$ cat src/rtl/e1fa_pkg.sv
package e1fa_pkg;
   typedef enum logic [1:0] {
      AL_HUNT     = 2'd0,
      AL_VER_NFAS = 2'd1,
      AL_VER_FAS  = 2'd2,
      AL_LOCK     = 2'd3
   } al_state_t;

   localparam int FAS_LEN = 7;
   localparam logic [FAS_LEN-1:0] FAS_WORD = 7'b0011011;
   localparam int TS0_END_POS = 7;
endpackage

$ cat src/rtl/e1fa_ts0_track.sv
module e1fa_ts0_track
   import e1fa_pkg::*;
#(
   parameter int FRAME_BITS = 256,
   parameter int POS_W      = $clog2(FRAME_BITS)
) (
   input  logic               clk,
   input  logic               rst_n,
   input  logic               bit_en,
   input  logic               rx_bit,
   input  logic               realign,
   output logic [FAS_LEN-1:0] fas_win,
   output logic               byte_done,
   output logic [POS_W-1:0]   pos,
   output logic               fas_frm
);
   localparam logic [POS_W-1:0] POS_LOAD = POS_W'(TS0_END_POS);
   localparam logic [POS_W-1:0] POS_PRE  = POS_W'(TS0_END_POS - 1);

   if (FRAME_BITS < 16 || (1 << POS_W) != FRAME_BITS) begin : g_bad_frame
      $error("FRAME_BITS must be a power of two of at least 16");
   end

   logic [FAS_LEN-2:0] hist_q;

   always_ff @(posedge clk) begin
      if (!rst_n) begin
         hist_q <= '1;
      end else if (bit_en) begin
         hist_q <= {hist_q[FAS_LEN-3:0], rx_bit};
      end
   end

   assign fas_win   = {hist_q, rx_bit};
   assign byte_done = bit_en && (pos == POS_PRE);

   always_ff @(posedge clk) begin
      if (!rst_n) begin
         pos     <= '1;
         fas_frm <= 1'b0;
      end else if (bit_en) begin
         if (realign) begin
            pos     <= POS_LOAD;
            fas_frm <= 1'b1;
         end else begin
            pos <= pos + 1'b1;
            if (pos == '1) fas_frm <= ~fas_frm;
         end
      end
   end

   // the frame type flag only changes on a frame wrap or a realignment
   a_r3_type_on_wrap: assert property (@(posedge clk) disable iff (!rst_n)
      (!realign && (pos != '1)) |=> $stable(fas_frm));
endmodule

$ cat src/rtl/e1fa_err_mon.sv
module e1fa_err_mon #(
   parameter int CNT_W  = 3,
   parameter int N_KIND = 2
) (
   input  logic              clk,
   input  logic              rst_n,
   input  logic              clr,
   input  logic              thr4,
   input  logic [N_KIND-1:0] chk,
   input  logic [N_KIND-1:0] bad,
   output logic              trip
);
   localparam logic [CNT_W-1:0] THR_LO = CNT_W'(3);
   localparam logic [CNT_W-1:0] THR_HI = CNT_W'(4);

   if (CNT_W < 3) begin : g_bad_cnt
      $error("CNT_W must hold the value 4");
   end

   logic [CNT_W-1:0]  thr;
   logic [N_KIND-1:0] hit_v;

   assign thr = thr4 ? THR_HI : THR_LO;

   for (genvar k = 0; k < N_KIND; k++) begin : g_kind
      logic [CNT_W-1:0] run_q;

      assign hit_v[k] = chk[k] && bad[k] && (run_q == thr - CNT_W'(1));

      always_ff @(posedge clk) begin
         if (!rst_n || clr) begin
            run_q <= '0;
         end else if (chk[k]) begin
            run_q <= bad[k] ? run_q + 1'b1 : '0;
         end
      end

      // a run never passes the larger threshold
      a_r5_run_bound: assert property (@(posedge clk) disable iff (!rst_n)
         run_q <= THR_HI);
   end

   assign trip = |hit_v;
endmodule

$ cat src/rtl/e1fa_fec.sv
module e1fa_fec #(
   parameter int W = 16
) (
   input  logic         clk,
   input  logic         rst_n,
   input  logic         inc,
   input  logic         clr,
   output logic [W-1:0] cnt
);
   if (W < 4) begin : g_bad_w
      $error("error counter width must be at least 4");
   end

   always_ff @(posedge clk) begin
      if (!rst_n) begin
         cnt <= '0;
      end else if (clr) begin
         cnt <= inc ? W'(1) : '0;
      end else if (inc && (cnt != '1)) begin
         cnt <= cnt + 1'b1;
      end
   end

   // a full counter stays full until cleared
   a_r9_saturate: assert property (@(posedge clk) disable iff (!rst_n)
      ((cnt == '1) && !clr) |=> (cnt == '1));
endmodule

$ cat src/rtl/e1fa_sync.sv
module e1fa_sync
   import e1fa_pkg::*;
#(
   parameter int FRAME_BITS  = 256,
   parameter int FEC_W       = 16,
   parameter int RUN_W       = 3,
   parameter bit HAS_SVC_CHK = 1'b1
) (
   input  logic                          clk,
   input  logic                          rst_n,
   input  logic                          bit_en,
   input  logic                          rx_bit,
   input  logic                          thr4_sel,
   input  logic                          svc_chk_dis,
   input  logic                          force_resync,
   input  logic                          ais_auto_dis,
   input  logic                          fec_rd_clr,
   output logic                          loa,
   output logic                          loa_irq,
   output logic [FEC_W-1:0]              fec_cnt,
   output logic [$clog2(FRAME_BITS)-4:0] slot_idx,
   output logic [2:0]                    bit_idx,
   output logic                          frm_is_fas,
   output logic                          ais_en,
   output logic                          svc_hold
);
   localparam int POS_W  = $clog2(FRAME_BITS);
   localparam int N_KIND = 2;

   al_state_t          st_q, st_d;
   logic [FAS_LEN-1:0] fas_win;
   logic               byte_done, fas_frm, realign;
   logic [POS_W-1:0]   pos;
   logic               fas_hit, nfas_hit, locked;
   logic [N_KIND-1:0]  chk, bad;
   logic               trip, loss, fec_inc, irq_q;

   e1fa_ts0_track #(.FRAME_BITS(FRAME_BITS), .POS_W(POS_W)) u_track (
      .clk(clk), .rst_n(rst_n), .bit_en(bit_en), .rx_bit(rx_bit),
      .realign(realign), .fas_win(fas_win), .byte_done(byte_done),
      .pos(pos), .fas_frm(fas_frm));

   assign fas_hit  = (fas_win == FAS_WORD);
   assign nfas_hit = fas_win[FAS_LEN-1];
   assign locked   = (st_q == AL_LOCK);

   assign chk[0] = locked && byte_done && fas_frm;
   assign bad[0] = !fas_hit;
   assign bad[1] = !nfas_hit;

   if (HAS_SVC_CHK) begin : g_svc
      assign chk[1] = locked && byte_done && !fas_frm && !svc_chk_dis;
   end else begin : g_no_svc
      assign chk[1] = 1'b0;
   end

   e1fa_err_mon #(.CNT_W(RUN_W), .N_KIND(N_KIND)) u_err (
      .clk(clk), .rst_n(rst_n), .clr(!locked), .thr4(thr4_sel),
      .chk(chk), .bad(bad), .trip(trip));

   assign loss    = locked && (trip || force_resync);
   assign fec_inc = chk[0] && bad[0];

   e1fa_fec #(.W(FEC_W)) u_fec (
      .clk(clk), .rst_n(rst_n), .inc(fec_inc), .clr(fec_rd_clr),
      .cnt(fec_cnt));

   always_comb begin
      st_d    = st_q;
      realign = 1'b0;
      unique case (st_q)
         AL_HUNT: begin
            if (bit_en && fas_hit) begin
               st_d    = AL_VER_NFAS;
               realign = 1'b1;
            end
         end
         AL_VER_NFAS: begin
            if (force_resync)   st_d = AL_HUNT;
            else if (byte_done) st_d = nfas_hit ? AL_VER_FAS : AL_HUNT;
         end
         AL_VER_FAS: begin
            if (force_resync)   st_d = AL_HUNT;
            else if (byte_done) st_d = fas_hit ? AL_LOCK : AL_HUNT;
         end
         AL_LOCK: begin
            if (loss) st_d = AL_HUNT;
         end
         default: st_d = AL_HUNT;
      endcase
   end

   always_ff @(posedge clk) begin
      if (!rst_n) begin
         st_q  <= AL_HUNT;
         irq_q <= 1'b0;
      end else begin
         st_q  <= st_d;
         irq_q <= loss;
      end
   end

   assign loa        = !locked;
   assign loa_irq    = irq_q;
   assign ais_en     = loa && !ais_auto_dis;
   assign svc_hold   = loa;
   assign slot_idx   = pos[POS_W-1:3];
   assign bit_idx    = pos[2:0];
   assign frm_is_fas = fas_frm;

   // the interrupt accompanies every entry into the asynchronous state
   a_r10_irq_on_loss: assert property (@(posedge clk) disable iff (!rst_n)
      $rose(loa) |-> loa_irq);

   // the interrupt is a single-cycle pulse
   a_r10_irq_single: assert property (@(posedge clk) disable iff (!rst_n)
      loa_irq |=> !loa_irq);

   // no counting while asynchronous
   a_r9_fec_frozen: assert property (@(posedge clk) disable iff (!rst_n)
      (loa && !fec_rd_clr) |=> $stable(fec_cnt));

   // a force command always leaves the block out of alignment
   a_r12_force: assert property (@(posedge clk) disable iff (!rst_n)
      force_resync |=> loa);

   // alignment is only gained on a received bit
   a_r2_lock_on_bit: assert property (@(posedge clk) disable iff (!rst_n)
      $fell(loa) |-> $past(bit_en));
endmodule

$ cat config.mk
export PLATFORM = sky130hd
export DESIGN_NAME = e1fa_sync
export DESIGN_NICKNAME = d
export VERILOG_FILES = /design/src/rtl/e1fa_pkg.sv /design/src/rtl/e1fa_ts0_track.sv /design/src/rtl/e1fa_err_mon.sv /design/src/rtl/e1fa_fec.sv /design/src/rtl/e1fa_sync.sv
export SDC_FILE = /design/constraint.sdc
export NUM_CORES = 1
export LEC_CHECK = 0
export BUFFER_PORTS_ARGS = -buffer_cell sky130_fd_sc_hd__buf_4
export CELL_PAD_IN_SITES_DETAIL_PLACEMENT = 1
export CELL_PAD_IN_SITES_GLOBAL_PLACEMENT = 2
export CORE_MARGIN = 2
export CORE_UTILIZATION = 33
export DETAILED_ROUTE_END_ITERATION = 8
export GPL_ROUTABILITY_DRIVEN = 0
export GPL_TIMING_DRIVEN = 0
export PLACE_DENSITY_LB_ADDON = 0.1
export SYNTH_ARGS = -nofsm -noshare
export SYNTH_HDL_FRONTEND = slang
export SYNTH_HIERARCHICAL = 1
export SYNTH_SLANG_ARGS = --single-unit
$ cat constraint.sdc
create_clock -name clk -period 4.41 [get_ports clk]
set_input_delay 0.882 -clock clk [delete_from_list [all_inputs] [get_ports clk]]
set_output_delay 0.882 -clock clk [all_outputs]
set_load 0.005 [all_outputs]
==> impl_metrics.ini <==
[grt]
grt-ovfl-total = 0
grt_util_all_layers_pct = 16.5
grt_pass1_vias = 2054
grt_max_degree = 15
antenna_found_initial = 0
grt_pass1_wl_um = 9610

[sta]
finalWorstPathRequiredPeriod_ns = 4.10
rsz0062_at_grt = no
maxSlewViolCount = 0
worstMarginPinSlew_ns = 0.966
setup_viol = 0
fin_skew_ns = 0.00786
fin_tns_setup_ns = 0
slew_headroom_pct = 35.0
min_period_over_period_pct = 92.9
timing_hold_violations_final = 0
timing.fmax_ghz = 0.244

[detailed_routing]
wl_per_cell_um = 15.4
ant_nets = 0
first_pass_iters = 4
drcViolationCount = 0
routed_wl_um = 5700
via_count = 2053
top_layer = met4
dr_wl_met3_um = 173
wl_met2_um = 2720
vias_per_cell = 5.55
wl_met1_um = 2690
first_iter_violations = 56

[clocking]
htreeDepth = 2
cts-root-buf = clkbuf_8
cts_sinks = 40
clkLatencyLatePin_ns = 0.30
path_clk_slew_ns = 0.08
cts_made_buffers = 5
ctsResizeCount = 0
clock_path_buffers = 2
hold_buffers = 0
cts_tree = built
post_cts_buffers = 0

[placed_design]
placed_cell_area_um2 = 2530
portBuffers = 37
dp_hpwl_um = 4260

[die]
boundaryPins = 38
die_y_um = 84.8
row_count = 29
core_region_area_um2 = 6350
dieWidth_um = 84.8
dieArea_um2 = 7200
start_util_pct = 34.0

[logic_synthesis]
synth_flop_cell = dfxtp_1
ys_seq_area_share_pct = 37.1
netlist_area_um2 = 2160
ys_warn_count = 6
ys_async_sr_fraction_pct = 0
netlist_instances = 251
postSynthAreaPerCell_um2 = 8.59
synth-edff-count = 0
synth-seq-cells = 40
syn_nets = 265
synth_cell_type_count = 54

[finish]
layout-drive-gt1-share_pct = 20.1
seqCellArea_um2 = 801
diodes = 0
fin_util_pct = 40.9
multi_input_area_um2 = 1230
nNetsFinal = 309
area_growth_pct = 20.5
n_fill_cell = 770
final_area_um2 = 2600

[critical_path]
crit_type = register to register
cp.arrival_ns = 4.32
startpoint_type = register
crit_fanout = 8
end_kind = register
required_ns = 4.63

[pwr]
power_uw = 686
p_leak_nw = 0.988
ir_worst_vdd_uv = 152
p_per_area_nw_per_um2 = 264

[status]
outcome = complete, no violations

[worst_hold_path]
hold_class = register to register

[flow_run]
cap_violations = 0
-- synthesized netlist by cell type, drive strengths merged (2+ instances only) --
library cell,count,area (um^2)
dfxtp,40,801
nand2,25,93.8
nand3,20,100
a21oi,19,95.1
inv,13,48.8
o21ai,13,65.1
or4,12,90.1
mux2i,8,80.1
nand4,8,80.1
nor2,7,26.3
nor3,7,35.0
buf,6,41.3
o31ai,6,45.0
clkbuf,5,20.0
ha,5,62.6
nand4b,4,35.0
nor4,4,31.3
and2,3,20.0
nand2b,3,18.8
nor2b,3,18.8
nor3b,3,27.5
o211a,3,30.0
o211ai,3,22.5
o21a,3,22.5
or3,3,18.8
a31oi,2,12.5
and3,2,12.5
and3b,2,18.8
nand3b,2,15.0
or4b,2,20.0
-- area by class of cell --
type	count	share of cell area, %
Tap cell	77	3.71
Sequential cell	40	30.8
Clock buffer	5	2.65
Timing Repair Buffer	37	10.7
Buffer	11	2.36
Inverter	14	2.55
Multi-Input combinational cell	186	47.2
-- final timing paths --
path	from	endpoint	slack, ns	cells past startpoint
worst min register to register	u_err/g_kind[0].run_q[2]	u_err/g_kind[0].run_q[2]	0.49	2
worst max-delay path	u_track/pos[1]	u_fec/cnt[15]	0.31	10
worst max register to register	u_track/pos[1]	u_fec/cnt[15]	0.31	10
worst min-delay path	u_err/g_kind[0].run_q[2]	u_err/g_kind[0].run_q[2]	0.49	2
-- power breakdown --
| part | switching [mW] | internal [mW] |
|---|---|---|
| Combinational | 0.0356 | 0.0382 |
| Clock | 0.122 | 0.102 |
| Sequential | 0.0168 | 0.371 |
| Total | 0.175 | 0.512 |
-- placed cells by master, fill, tap and decap left out, types with 4 or more instances in the layout --
master    synthesis  final
dfxtp_1          40     40
ha_1              5      5
o31ai_1           6      6
nand4b_1          4      4
clkbuf_1          4      4
clkbuf_8          0      5
or4_1            12     12
inv_1            13     13
nor2_1            7      7
o21ai_0          13     13
nand3_1          20     20
mux2i_1           8      8
nor3_1            7      7
buf_4             2     39
a21oi_1          19     19
nand2_1          25     25
nand4_1           6      6
-- worst max-delay path, cell delays in order (launching register included) --
cell and delay [ns]:
dfxtp_1 0.44, ha_1 0.19, or4b_2 0.58, nor4_1 0.75, and3_1 0.39, and2_1 0.28
nand3_1 0.22, or3_1 0.38, clkbuf_1 0.20, or4_1 0.43, a21oi_1 0.15
-- cells by family after synthesis --
| family | Yosys count | share of synthesized area (%) |
|---|---|---|
| buffers and inverters | 25 | 5.92 |
| multiplexers | 8 | 3.71 |
| AO/OA/AOI/OAI | 60 | 18.2 |
| AND/OR/NAND/NOR | 113 | 32.1 |
| adder cells (fa/ha/maj) | 5 | 2.90 |
| flip-flops | 40 | 37.1 |
-- metrics by stage --
| step | hold WS, ns | setup WS (ns) | cells |
|---|---|---|---|
| detailed placement | 0.480 | 0.169 | 365 |
| CTS | 0.496 | 0.289 | 370 |
| floorplan | 0.452 | 0.984 | 251 |
| finish | 0.494 | 0.312 | 370 |
| global placement | 0.476 | 0.165 | 365 |
| global route | 0.531 | 0.0672 | 370 |
-- routing by layer --
metal	track usage, %	vias up
met5	0	-
met4	7.50	0
met3	3.11	9
met2	27.3	29
met1	20.9	983
li1	-	1032
-- sequential cells by signal, indices dropped and copies added (netlist names) --
signal / flops
loa_irq: 1
st_q: 2
u_err/g_kind.run_q: 6
u_fec/cnt: 16
u_track/fas_frm: 1
u_track/hist_q: 6
u_track/pos: 8
Note: power is estimated with default switching activity, not from simulation.
